$ cat config.mk
export PLATFORM = sky130hd
export DESIGN_NAME = tok_merge_sel
export DESIGN_NICKNAME = d
export VERILOG_FILES = /design/src/rtl/merge_pkg.sv /design/src/rtl/tok_prio_grant.sv /design/src/rtl/tok_rec_mux.sv /design/src/rtl/tok_merge_sel.sv
export SDC_FILE = /design/constraint.sdc
export NUM_CORES = 1
export LEC_CHECK = 0
export ABC_AREA = 1
export ABC_CLOCK_PERIOD_IN_PS = 800
export BUFFER_PORTS_ARGS = -buffer_cell sky130_fd_sc_hd__clkbuf_2
export CAP_MARGIN = 25
export CORE_AREA = 2 2 39 41
export DETAILED_ROUTE_END_ITERATION = 8
export DIE_AREA = 0 0 41 43
export RECOVER_POWER = 100
export SYNTH_ARGS = -nofsm -noshare
export SYNTH_HDL_FRONTEND = slang
export SYNTH_HIERARCHICAL = 1
export SYNTH_SLANG_ARGS = --single-unit
$ cat constraint.sdc
create_clock -name vclk -period 0.8
set_input_delay 0.04 -clock vclk [all_inputs]
set_output_delay 0.04 -clock vclk [all_outputs]
set_load 0.005 [all_outputs]
$ cat src/rtl/merge_pkg.sv
package merge_pkg;
   typedef enum int {
      GRANT_RIPPLE  = 0,
      GRANT_ISOLATE = 1
   } grant_style_e;
endpackage

$ cat src/rtl/tok_prio_grant.sv
module tok_prio_grant #(
   parameter int                     NUM_SRC     = 3,
   parameter merge_pkg::grant_style_e GRANT_STYLE = merge_pkg::GRANT_RIPPLE
) (
   input  logic [NUM_SRC-1:0] req_i,
   output logic [NUM_SRC-1:0] gnt_o
);
   localparam logic [NUM_SRC-1:0] LSB_ONE = {{(NUM_SRC-1){1'b0}}, 1'b1};

   if (GRANT_STYLE == merge_pkg::GRANT_RIPPLE) begin : g_ripple
      logic [NUM_SRC:0] seen;
      assign seen[0] = 1'b0;
      for (genvar i = 0; i < NUM_SRC; i++) begin : g_bit
         assign gnt_o[i]    = req_i[i] & ~seen[i];
         assign seen[i+1]   = seen[i] | req_i[i];
      end
   end else begin : g_isolate
      assign gnt_o = req_i & (~req_i + LSB_ONE);
   end

   always_comb begin
      AST_GNT_ONEHOT: assert ($onehot0(gnt_o)) else $error("grant not one-hot");
      AST_GNT_SUBSET: assert ((gnt_o & ~req_i) == '0) else $error("grant without token");
      AST_GNT_ANY: assert ((|gnt_o) == (|req_i)) else $error("grant presence mismatch");
      AST_GNT_RANK: assert ((gnt_o == '0) || ((req_i & (gnt_o - LSB_ONE)) == '0)) else $error("higher rank skipped");
   end
endmodule

$ cat src/rtl/tok_rec_mux.sv
module tok_rec_mux #(
   parameter int NUM_SRC = 3,
   parameter int REC_W   = 8
) (
   input  logic [NUM_SRC-1:0]       sel_i,
   input  logic [NUM_SRC*REC_W-1:0] rec_i,
   output logic [REC_W-1:0]         rec_o
);
   logic [REC_W-1:0] part [NUM_SRC+1];

   assign part[0] = '0;
   for (genvar i = 0; i < NUM_SRC; i++) begin : g_or
      assign part[i+1] = part[i] | (rec_i[i*REC_W +: REC_W] & {REC_W{sel_i[i]}});
   end
   assign rec_o = part[NUM_SRC];
endmodule

$ cat src/rtl/tok_merge_sel.sv
module tok_merge_sel #(
   parameter int                     NUM_SRC     = 3,
   parameter int                     REC_W       = 8,
   parameter merge_pkg::grant_style_e GRANT_STYLE = merge_pkg::GRANT_RIPPLE
) (
   input  logic [NUM_SRC-1:0]       src_tok,
   input  logic [NUM_SRC*REC_W-1:0] src_rec,
   output logic                     tgt_tok,
   output logic [REC_W-1:0]         tgt_rec,
   output logic [NUM_SRC-1:0]       src_used
);
   if (NUM_SRC < 2) begin : g_bad_src
      $error("tok_merge_sel: NUM_SRC must be at least 2");
   end
   if (REC_W < 1) begin : g_bad_rec
      $error("tok_merge_sel: REC_W must be at least 1");
   end

   logic [NUM_SRC-1:0] gnt;

   tok_prio_grant #(.NUM_SRC(NUM_SRC), .GRANT_STYLE(GRANT_STYLE)) u_grant (
      .req_i (src_tok),
      .gnt_o (gnt)
   );

   tok_rec_mux #(.NUM_SRC(NUM_SRC), .REC_W(REC_W)) u_mux (
      .sel_i (gnt),
      .rec_i (src_rec),
      .rec_o (tgt_rec)
   );

   assign src_used = gnt;
   assign tgt_tok  = |gnt;

   always_comb begin
      AST_IDLE_QUIET: assert ((src_tok != '0) || (!tgt_tok && src_used == '0)) else $error("output active while idle");
      for (int i = 0; i < NUM_SRC; i++) begin
         AST_REC_FOLLOWS: assert (!src_used[i] || tgt_rec == src_rec[i*REC_W +: REC_W]) else $error("record mismatch");
      end
   end
endmodule

==> results of run 1 <==
## per-layer routing
layer | vias up | global-route usage, %
met5 | - | 0
met4 | 0 | 0
met3 | 0 | 0.524
met2 | 23 | 15.9
met1 | 183 | 11.1
li1 | 218 | -
## cell usage after synthesis
library cell | count | share of area, %
buf_2 | 1 | 2.7
buf_4 | 1 | 4.1
clkbuf_2 | 2 | 5.4
inv_1 | 3 | 6.1
nand2_1 | 26 | 53
nand3_1 | 8 | 22
nor2_1 | 2 | 4.1
nor2_2 | 1 | 3.4
## kinds of logic (layout without fill, tap and decap cells)
kind of cell	after synthesis	in the layout	synth area share, %
and+or+nand+nor	37	37	81.8
buffers and inverters	7	49	18.2
## power by group
part / switching (mW) / internal [mW]
Sequential: 0 / 0
Clock: 0 / 0
Combinational: 0.122 / 0.161
## metrics by stage
step                      area [µm²]  setup slack, ns  std cells  total power [mW]  utilization, %
final                            564           0.0430        102             0.283            40.8
after global routing             564          0.00230        102             0.311            40.8
after CTS                        400           0.0454         98             0.197            28.9
after detailed placement         400           0.0465         98             0.196            28.9
after global placement           400           0.0652         98             0.195            28.9
after floorplan                  185            0.211         44            0.0753               -
## path summary, 6_finish.rpt
kind   startpoint    endpoint  slack [ns]  depth (start not counted)
max    src_tok[1]     tgt_tok        0.04                          8
min   src_rec[17]  tgt_rec[1]        0.35                          4
## critical path: stages
cell      delay, ns
buf_6          0.10
inv_2          0.04
nor2_2         0.03
buf_4          0.13
buf_6          0.13
nor2_2         0.09
nand2_1        0.05
clkbuf_2       0.10
## what timing repair did
action | in CTS | in global routing
setup buffers | 0 | 3
gates resized for setup | 0 | 46
endpoints found under the setup margin | 0 | 8
hold buffers | 0 | 0
## final cells by class
cell class,instances,area (µm²),share of cell area [%]
repair buffers,46,297,52.5
multi-input cells,37,236,41.9
well taps,16,20.0,3.55
inverters,3,11.3,2.00
==> run summary, run 1 <==
Status -> complete, no violations
I/O Pins -> 39
Clock buffer cells -> 0
Synth Net Count -> 71
Tmin final -> 0.757 ns
Placement row count -> 14
Final Max Tran Viols -> 0
Vias in the first global route -> 306
Post-DRT Antenna Nets -> 0
Share of cells above drive strength 1 -> 82.6%
Fillers -> 156
DRC -> 0
Met3 wire length -> 87 µm
Mapped Avg Cell Area -> 4.21 µm²
Arrival @ worst endpoint -> 0.72 ns
Wirelength per Cell -> 9.96 µm
Core area -> 1380 µm²
DIE HEIGHT -> 43 µm
Seq cells -> 0
Via density -> 4.16
Leakage -> 0.351 nW
Starting Density -> 13.4%
# setup viols final -> 0
Worst rel slew slack -> 92.9%
Tcrit/Tclk final -> 94.6%
CP startpoint kind -> primary input
Mapped Cells -> 44
First-pass GRT wire length -> 1130 µm
Met1 wire length -> 388 µm
Fraction of the yosys area taken by sequential cells -> 0%
Synth warnings -> 6
Fin Hold WS -> 0.352 ns
PwrDens -> 502 nW/µm²
RSZ-0062 raised after global routing -> no
Req. time, crit path -> 0.76 ns
Largest net degree at the start of global routing -> 11
Peak supply drop -> 222 µV
GRT Overall Usage -> 8.69%
Fin. Hold Viols -> 0
DRT Pass-1 Iters -> 2
Worst Path Max Fanout -> 5
Vias -> 424
Die ar. -> 1760 µm²
Port Buffers -> 39
Fmax achieved -> 1320 MHz
Hpwl dp -> 713 µm
Final wirelength -> 1020 µm
RD Place Congestion -> 0.634
Worst Hold Class -> in2out
Final net count -> 115
Syn Std Cell Area -> 185 µm²
Wire length on met2 -> 540 µm
Initial antenna violation count -> 0
Initial DRC Count -> 1
Commonest non-fill, non-tap cell in the layout -> clkbuf_2
Die W -> 41 µm
Area growth from synthesis to layout -> 205%
Most frequent cells in the layout -> clkbuf_2 (32), nand2_1 (12), nand2_2 (12), buf_6 (7), nand3_2 (6)
Worst Setup Path Type -> in2out
Setup_tns -> 0 ns
DR top layer -> met3
Measured slew at the worst slew-check pin -> 0.107 ns
Synth unique cells -> 8
Total gr overflow -> 0
CP Capture Type -> primary output
Reg area -> 0 µm²
Max_cap viols -> 0
Diodes inserted -> 0
(Power assumes the default switching activity.)
==> run 2, diff against run 1 <==
- ABC_AREA: 1 -> default
- CAP_MARGIN: 25 -> default
==> run 2 against run 1 <==
Compared with the run above:
- the run now ends with negative setup slack left
- first-iteration DRC count increased to 36 times the previous value
- via count decreased by 18%
- count of clock-buffer cells in the layout unchanged
- combinational power decreased by 18%
==> run summary, run 2 <==
Starting Density -> 11.0% (was 13.4%)
Tmin final -> 0.901 ns (was 0.757 ns)
Synth unique cells -> 7 (was 8)
Share of cells above drive strength 1 -> 73.8% (was 82.6%)
Port Buffers -> 39 (unchanged)
DP Area -> 403 µm² (was 400 µm²)
Initial DRC Count -> 36 (was 1)
I/O Pins -> 39 (unchanged)
Synth top area cells -> a222oi_1 (52%), inv_1 (20%), nor3b_2 (8.2%), clkbuf_2 (6.6%), buf_4 (4.9%) (was nand2_1 (53%), nand3_1 (22%), inv_1 (6.1%), clkbuf_2 (5.4%), buf_4 (4.1%))
Placement row count -> 14 (unchanged)
Most frequent cells in the layout -> clkbuf_2 (36), a222oi_1 (8), inv_1 (8), buf_6 (7), buf_4 (2) (was clkbuf_2 (32), nand2_1 (12), nand2_2 (12), buf_6 (7), nand3_2 (6))
Failing checks -> negative setup slack
Synth top cells by count -> a222oi_1 (8), inv_1 (8), clkbuf_2 (2) (was nand2_1 (26), nand3_1 (8), inv_1 (3))
Final wirelength -> 802 µm (was 1020 µm)
Worst Setup Path Type -> in2out (unchanged)
Req. time, crit path -> 0.76 ns (about the same)
Max incr delay on CP -> 0.24 ns (was 0.13 ns)
Area fraction of the dominant cell type after synthesis -> 52.5% (was 52.7%)
Fraction of the yosys area taken by sequential cells -> 0% (unchanged)
Commonest non-fill, non-tap cell in the layout -> clkbuf_2 (unchanged)
Tcrit/Tclk final -> 113% (was 94.6%)
Worst Hold Class -> in2out (unchanged)
Via density -> 4.30 (was 4.16)
Fmax achieved -> 1110 MHz (was 1320 MHz)
Post-DRT Antenna Nets -> 0 (unchanged)
Largest net degree at the start of global routing -> 9 (was 11)
Vias in the first global route -> 286 (was 306)
Worst rel slew slack -> 80.9% (was 92.9%)
Die W -> 41 µm (unchanged)
Seq cells -> 0 (unchanged)
Hold Path Depth -> 4 (unchanged)
DRC -> 0 (unchanged)
Final Max Tran Viols -> 0 (unchanged)
Post-CTS Setup Bufs -> 0 (unchanged)
Mapped Avg Cell Area -> 6.94 µm² (was 4.21 µm²)
First-pass GRT wire length -> 1070 µm (was 1130 µm)
Synth warnings -> 6 (unchanged)
Synth Net Count -> 49 (was 71)
CP startpoint kind -> primary input (unchanged)
Arrival @ worst endpoint -> 0.86 ns (was 0.72 ns)
DIE HEIGHT -> 43 µm (unchanged)
# setup viols final -> 9 (was 0)
Total gr overflow -> 0 (unchanged)
Core area -> 1380 µm² (unchanged)
Peak supply drop -> 102 µV (was 222 µV)
Max_cap viols -> 0 (unchanged)
RD Place Congestion -> 0.602 (was 0.634)
CP Capture Type -> primary output (unchanged)
Reg area -> 0 µm² (unchanged)
Worst Path Max Fanout -> 7 (was 5)
Leakage -> 0.290 nW (was 0.351 nW)
Setup_tns -> -0.806 ns (was 0 ns)
CP cell instances -> buf_6 > buf_6 > nor3b_4 > buf_6 > a222oi_1 > inv_1 > clkbuf_2 (was buf_6 > inv_2 > nor2_2 > buf_4 > buf_6 > nor2_2 > nand2_1 > clkbuf_2)
Diodes inserted -> 0 (unchanged)
GRT Overall Usage -> 7.89% (was 8.69%)
Crit-path most repeated cell -> buf_6
Hpwl dp -> 680 µm (was 713 µm)
Fin. Hold Viols -> 0 (unchanged)
Measured slew at the worst slew-check pin -> 0.286 ns (was 0.107 ns)
# hold bufs at CTS -> 0 (unchanged)
CP max-delay cell -> nor3b_4 (was buf_4)
Vias -> 348 (was 424)
Mapped Cells -> 22 (was 44)
Die ar. -> 1760 µm² (unchanged)
Status -> finished with violations (was complete, no violations)
Finished Cell Area -> 448 µm² (was 564 µm²)
Wirelength per Cell -> 9.90 µm (was 9.96 µm)
Syn Std Cell Area -> 153 µm² (was 185 µm²)
Clock buffer cells -> 0 (unchanged)
Leading area contributor after synthesis -> a222oi_1 (was nand2_1)
PwrDens -> 521 nW/µm² (was 502 nW/µm²)
Area growth from synthesis to layout -> 193% (was 205%)
DRT Pass-1 Iters -> 5 (was 2)
Initial antenna violation count -> 0 (unchanged)
Setup slack after layout -> -0.101 ns (was 0.0430 ns)
RSZ-0062 raised after global routing -> yes (was no)
Final net count -> 94 (was 115)
[run 2: cell types whose count changed in the layout (fill, tap and decap cells not counted), moves of 4 or more]
cell,delta
nand3_2,-6
inv_1,+7
clkbuf_2,+4
a222oi_1,+8
nand2_2,-12
nand2_1,-12
[run 2: what timing repair did]
item,4_1_cts,5_1_grt
setup endpoints to repair,9,9
gates resized for setup,8,5
pin swaps,8,8
[run 2: metrics by stage]
stage	utilization [%]	total power, mW	worst slack [ns]	cells	hold WS [ns]
2_1_floorplan	-	0.0763	0.0642	22	0.110
3_3_place_gp	29.1	0.209	-0.149	81	0.357
3_5_place_dp	29.1	0.210	-0.141	81	0.354
4_1_cts	31.4	0.228	-0.0943	81	0.354
5_1_grt	32.4	0.258	-0.207	81	0.391
6_report	32.4	0.233	-0.101	81	0.353
[run 2: power breakdown]
group | switching [mW] | internal, mW | leakage, nW
Combinational | 0.0876 | 0.146 | 0.290
Sequential | 0 | 0 | 0
Clock | 0 | 0 | 0
Total | 0.0876 | 0.146 | 0.290
[run 2: cell type report]
cell class	instances	area, µm²
Fill cell	154	936
Inverter	8	30.0
Multi-Input combinational cell	11	119
Tap cell	16	20.0
Timing Repair Buffer	46	279
[run 2: worst paths after layout]
kind,from,endpoint
max,src_tok[1],tgt_rec[7]
min,src_rec[16],tgt_rec[0]
[run 2: logic make-up after synthesis]
kind of cell           after synthesis  synth area share (%)
AO/OA/AOI/OAI                        8                  52.5
AND/OR/NAND/NOR                      3                  16.4
buffers and inverters               11                  31.2
[run 2: worst max-delay path: cells and delay by family]
family          cells  cell delay [ns]
buf+inv             5             0.52
simple gates        1             0.24
compound gates      1             0.06
[run 2: metal layers]
layer / vias to the layer above / GRT usage, % / part of all wire (%)
met1: 154 / 8.86 / 37
met4: 0 / 0 / 0
met2: 18 / 15.9 / 55
met3: 0 / 0 / 8.7
li1: 176 / - / -
met5: - / 0 / 0
==> run 3, diff against run 2 <==
- GPL_TIMING_DRIVEN: default -> 0
==> run 3 against run 2 <==
Compared with the run above:
- the run still ends with negative setup slack left
- global-route usage is 1.2 points higher
- total power rose by 2.0%
- count of clock-buffer cells in the layout did not move
- critical path depth down 1
- largest cell class unchanged
- largest power group unchanged
==> run summary, run 3 (synthesized netlist as in run 2, its figures left out) <==
Placement row count -> 14 (unchanged)
# setup viols final -> 9 (unchanged)
CP startpoint kind -> primary input (unchanged)
Final net count -> 94 (unchanged)
Final wirelength -> 902 µm (was 802 µm)
Crit-path most repeated cell -> buf_8 (was buf_6)
Max incr delay on CP -> 0.30 ns (was 0.24 ns)
Largest net degree at the start of global routing -> 11 (was 9)
Worst Hold Class -> in2out (unchanged)
Failing checks -> negative setup slack (unchanged)
Share of cells above drive strength 1 -> 73.8% (unchanged)
Fin. Hold Viols -> 0 (unchanged)
Fmax achieved -> 1090 MHz (was 1110 MHz)
DP Area -> 368 µm² (was 403 µm²)
Peak supply drop -> 131 µV (was 102 µV)
GRT Overall Usage -> 9.09% (was 7.89%)
Area growth from synthesis to layout -> 199% (was 193%)
Starting Density -> 11.0% (unchanged)
RSZ-0062 raised after global routing -> yes (unchanged)
Vias in the first global route -> 309 (was 286)
Seq cells -> 0 (unchanged)
Measured slew at the worst slew-check pin -> 0.274 ns (was 0.286 ns)
CP Capture Type -> primary output (unchanged)
Via density -> 4.44 (was 4.30)
Arrival @ worst endpoint -> 0.88 ns (was 0.86 ns)
Post-DRT Antenna Nets -> 0 (unchanged)
Final Max Tran Viols -> 0 (unchanged)
CP cell instances -> buf_8 > nor2b_4 > buf_8 > a222oi_1 > inv_1 > clkbuf_2 (was buf_6 > buf_6 > nor3b_4 > buf_6 > a222oi_1 > inv_1 > clkbuf_2)
Leakage -> 0.294 nW (was 0.290 nW)
Worst Setup Path Type -> in2out (unchanged)
Status -> finished with violations (unchanged)
Tmin final -> 0.917 ns (was 0.901 ns)
Tcrit/Tclk final -> 115% (was 113%)
Port Buffers -> 39 (unchanged)
Vias -> 360 (was 348)
Wirelength per Cell -> 11.1 µm (was 9.90 µm)
Hold Path End -> tgt_rec[7] (was tgt_rec[0])
Clock buffer cells -> 0 (unchanged)
Hold Path Depth -> 4 (unchanged)
Setup slack after layout -> -0.117 ns (was -0.101 ns)
Worst Path Max Fanout -> 8 (was 7)
Diodes inserted -> 0 (unchanged)
Most frequent cells in the layout -> clkbuf_2 (36), a222oi_1 (8), inv_1 (8), buf_4 (4), buf_6 (3) (was clkbuf_2 (36), a222oi_1 (8), inv_1 (8), buf_6 (7), buf_4 (2))
Commonest non-fill, non-tap cell in the layout -> clkbuf_2 (unchanged)
Hold Crit Start -> src_rec[23] (was src_rec[16])
First-pass GRT wire length -> 1220 µm (was 1070 µm)
I/O Pins -> 39 (unchanged)
DRC -> 0 (unchanged)
Reg area -> 0 µm² (unchanged)
Die W -> 41 µm (unchanged)
Core area -> 1380 µm² (unchanged)
Worst rel slew slack -> 81.7% (was 80.9%)
Die ar. -> 1760 µm² (unchanged)
PwrDens -> 521 nW/µm² (about the same)
CP max-delay cell -> a222oi_1 (was nor3b_4)
Max_cap viols -> 0 (unchanged)
Total gr overflow -> 0 (unchanged)
Req. time, crit path -> 0.76 ns (about the same)
Fin Hold WS -> 0.353 ns (about the same)
DIE HEIGHT -> 43 µm (unchanged)
Initial antenna violation count -> 0 (unchanged)
RD Place Congestion -> 0.609 (was 0.602)
Hpwl dp -> 664 µm (was 680 µm)
Finished Cell Area -> 457 µm² (was 448 µm²)
DRT Pass-1 Iters -> 5 (unchanged)
Initial DRC Count -> 20 (was 36)
-- run 3: cell types whose count changed in the layout (fill, tap and decap cells not counted), sizes merged --
| cell | change |
|---|---|
| clkbuf | +1 |
| buf | -1 |
-- run 3: final cells by class --
| cell class | count | area (µm²) |
|---|---|---|
| inverters | 8 | 30.0 |
| repair buffers | 43 | 248 |
| well taps | 16 | 20.0 |
| fillers | 159 | 927 |
| multi-input cells | 11 | 119 |
| plain buffers | 3 | 40.0 |
-- run 3: stage by stage --
| stage | util [%] | setup slack (ns) | total power, mW | std cells | setup TNS, ns |
|---|---|---|---|---|---|
| finish | 33.0 | -0.117 | 0.238 | 81 | -0.806 |
| global route | 33.0 | -0.184 | 0.263 | 81 | -1.32 |
| CTS | 31.1 | -0.154 | 0.225 | 80 | -1.13 |
| detailed placement | 26.6 | -0.223 | 0.195 | 77 | -1.62 |
| global placement | 26.6 | -0.189 | 0.191 | 77 | -1.42 |
| floorplan | - | 0.0642 | 0.0763 | 22 | 0 |
-- run 3: how the worst max path moves through the flow --
| stage | startpoint | end | slack [ns] | cells past startpoint |
|---|---|---|---|---|
| finish | src_tok[1] | tgt_rec[2] | -0.12 | 6 |
| global route | src_tok[2] | tgt_rec[6] | -0.18 | 6 |
| floorplan | src_tok[1] | tgt_rec[0] | 0.06 | 4 |
| CTS | src_tok[2] | tgt_rec[6] | -0.15 | 6 |
| global placement | src_tok[1] | tgt_rec[2] | -0.19 | 6 |
| detailed placement | src_tok[1] | tgt_rec[2] | -0.22 | 6 |
-- run 3: worst max-delay path, delay by kind of cell --
family / cells / cell delay, ns
compound gates: 1 / 0.30
buf+inv: 4 / 0.41
simple gates: 1 / 0.13
-- run 3: metal layers --
layer / track usage, % / vias to the layer above / wire [µm]
met1: 9.49 / 167 / 334
met2: 19.1 / 16 / 505
met5: 0 / - / 0
met3: 0 / 0 / 62
met4: 0 / 0 / 0
li1: - / 177 / -
-- run 3: where the power goes --
group | switching, mW | leakage [nW] | internal, mW
clock | 0 | 0 | 0
combinational | 0.0890 | 0.294 | 0.149
sequential | 0 | 0 | 0
-- run 3: timing repair --
action,CTS,global route
resized for setup,8,8
setup endpoints to repair,9,10
buffers inserted,3,1
hold buffers,0,0
pin swaps,9,8
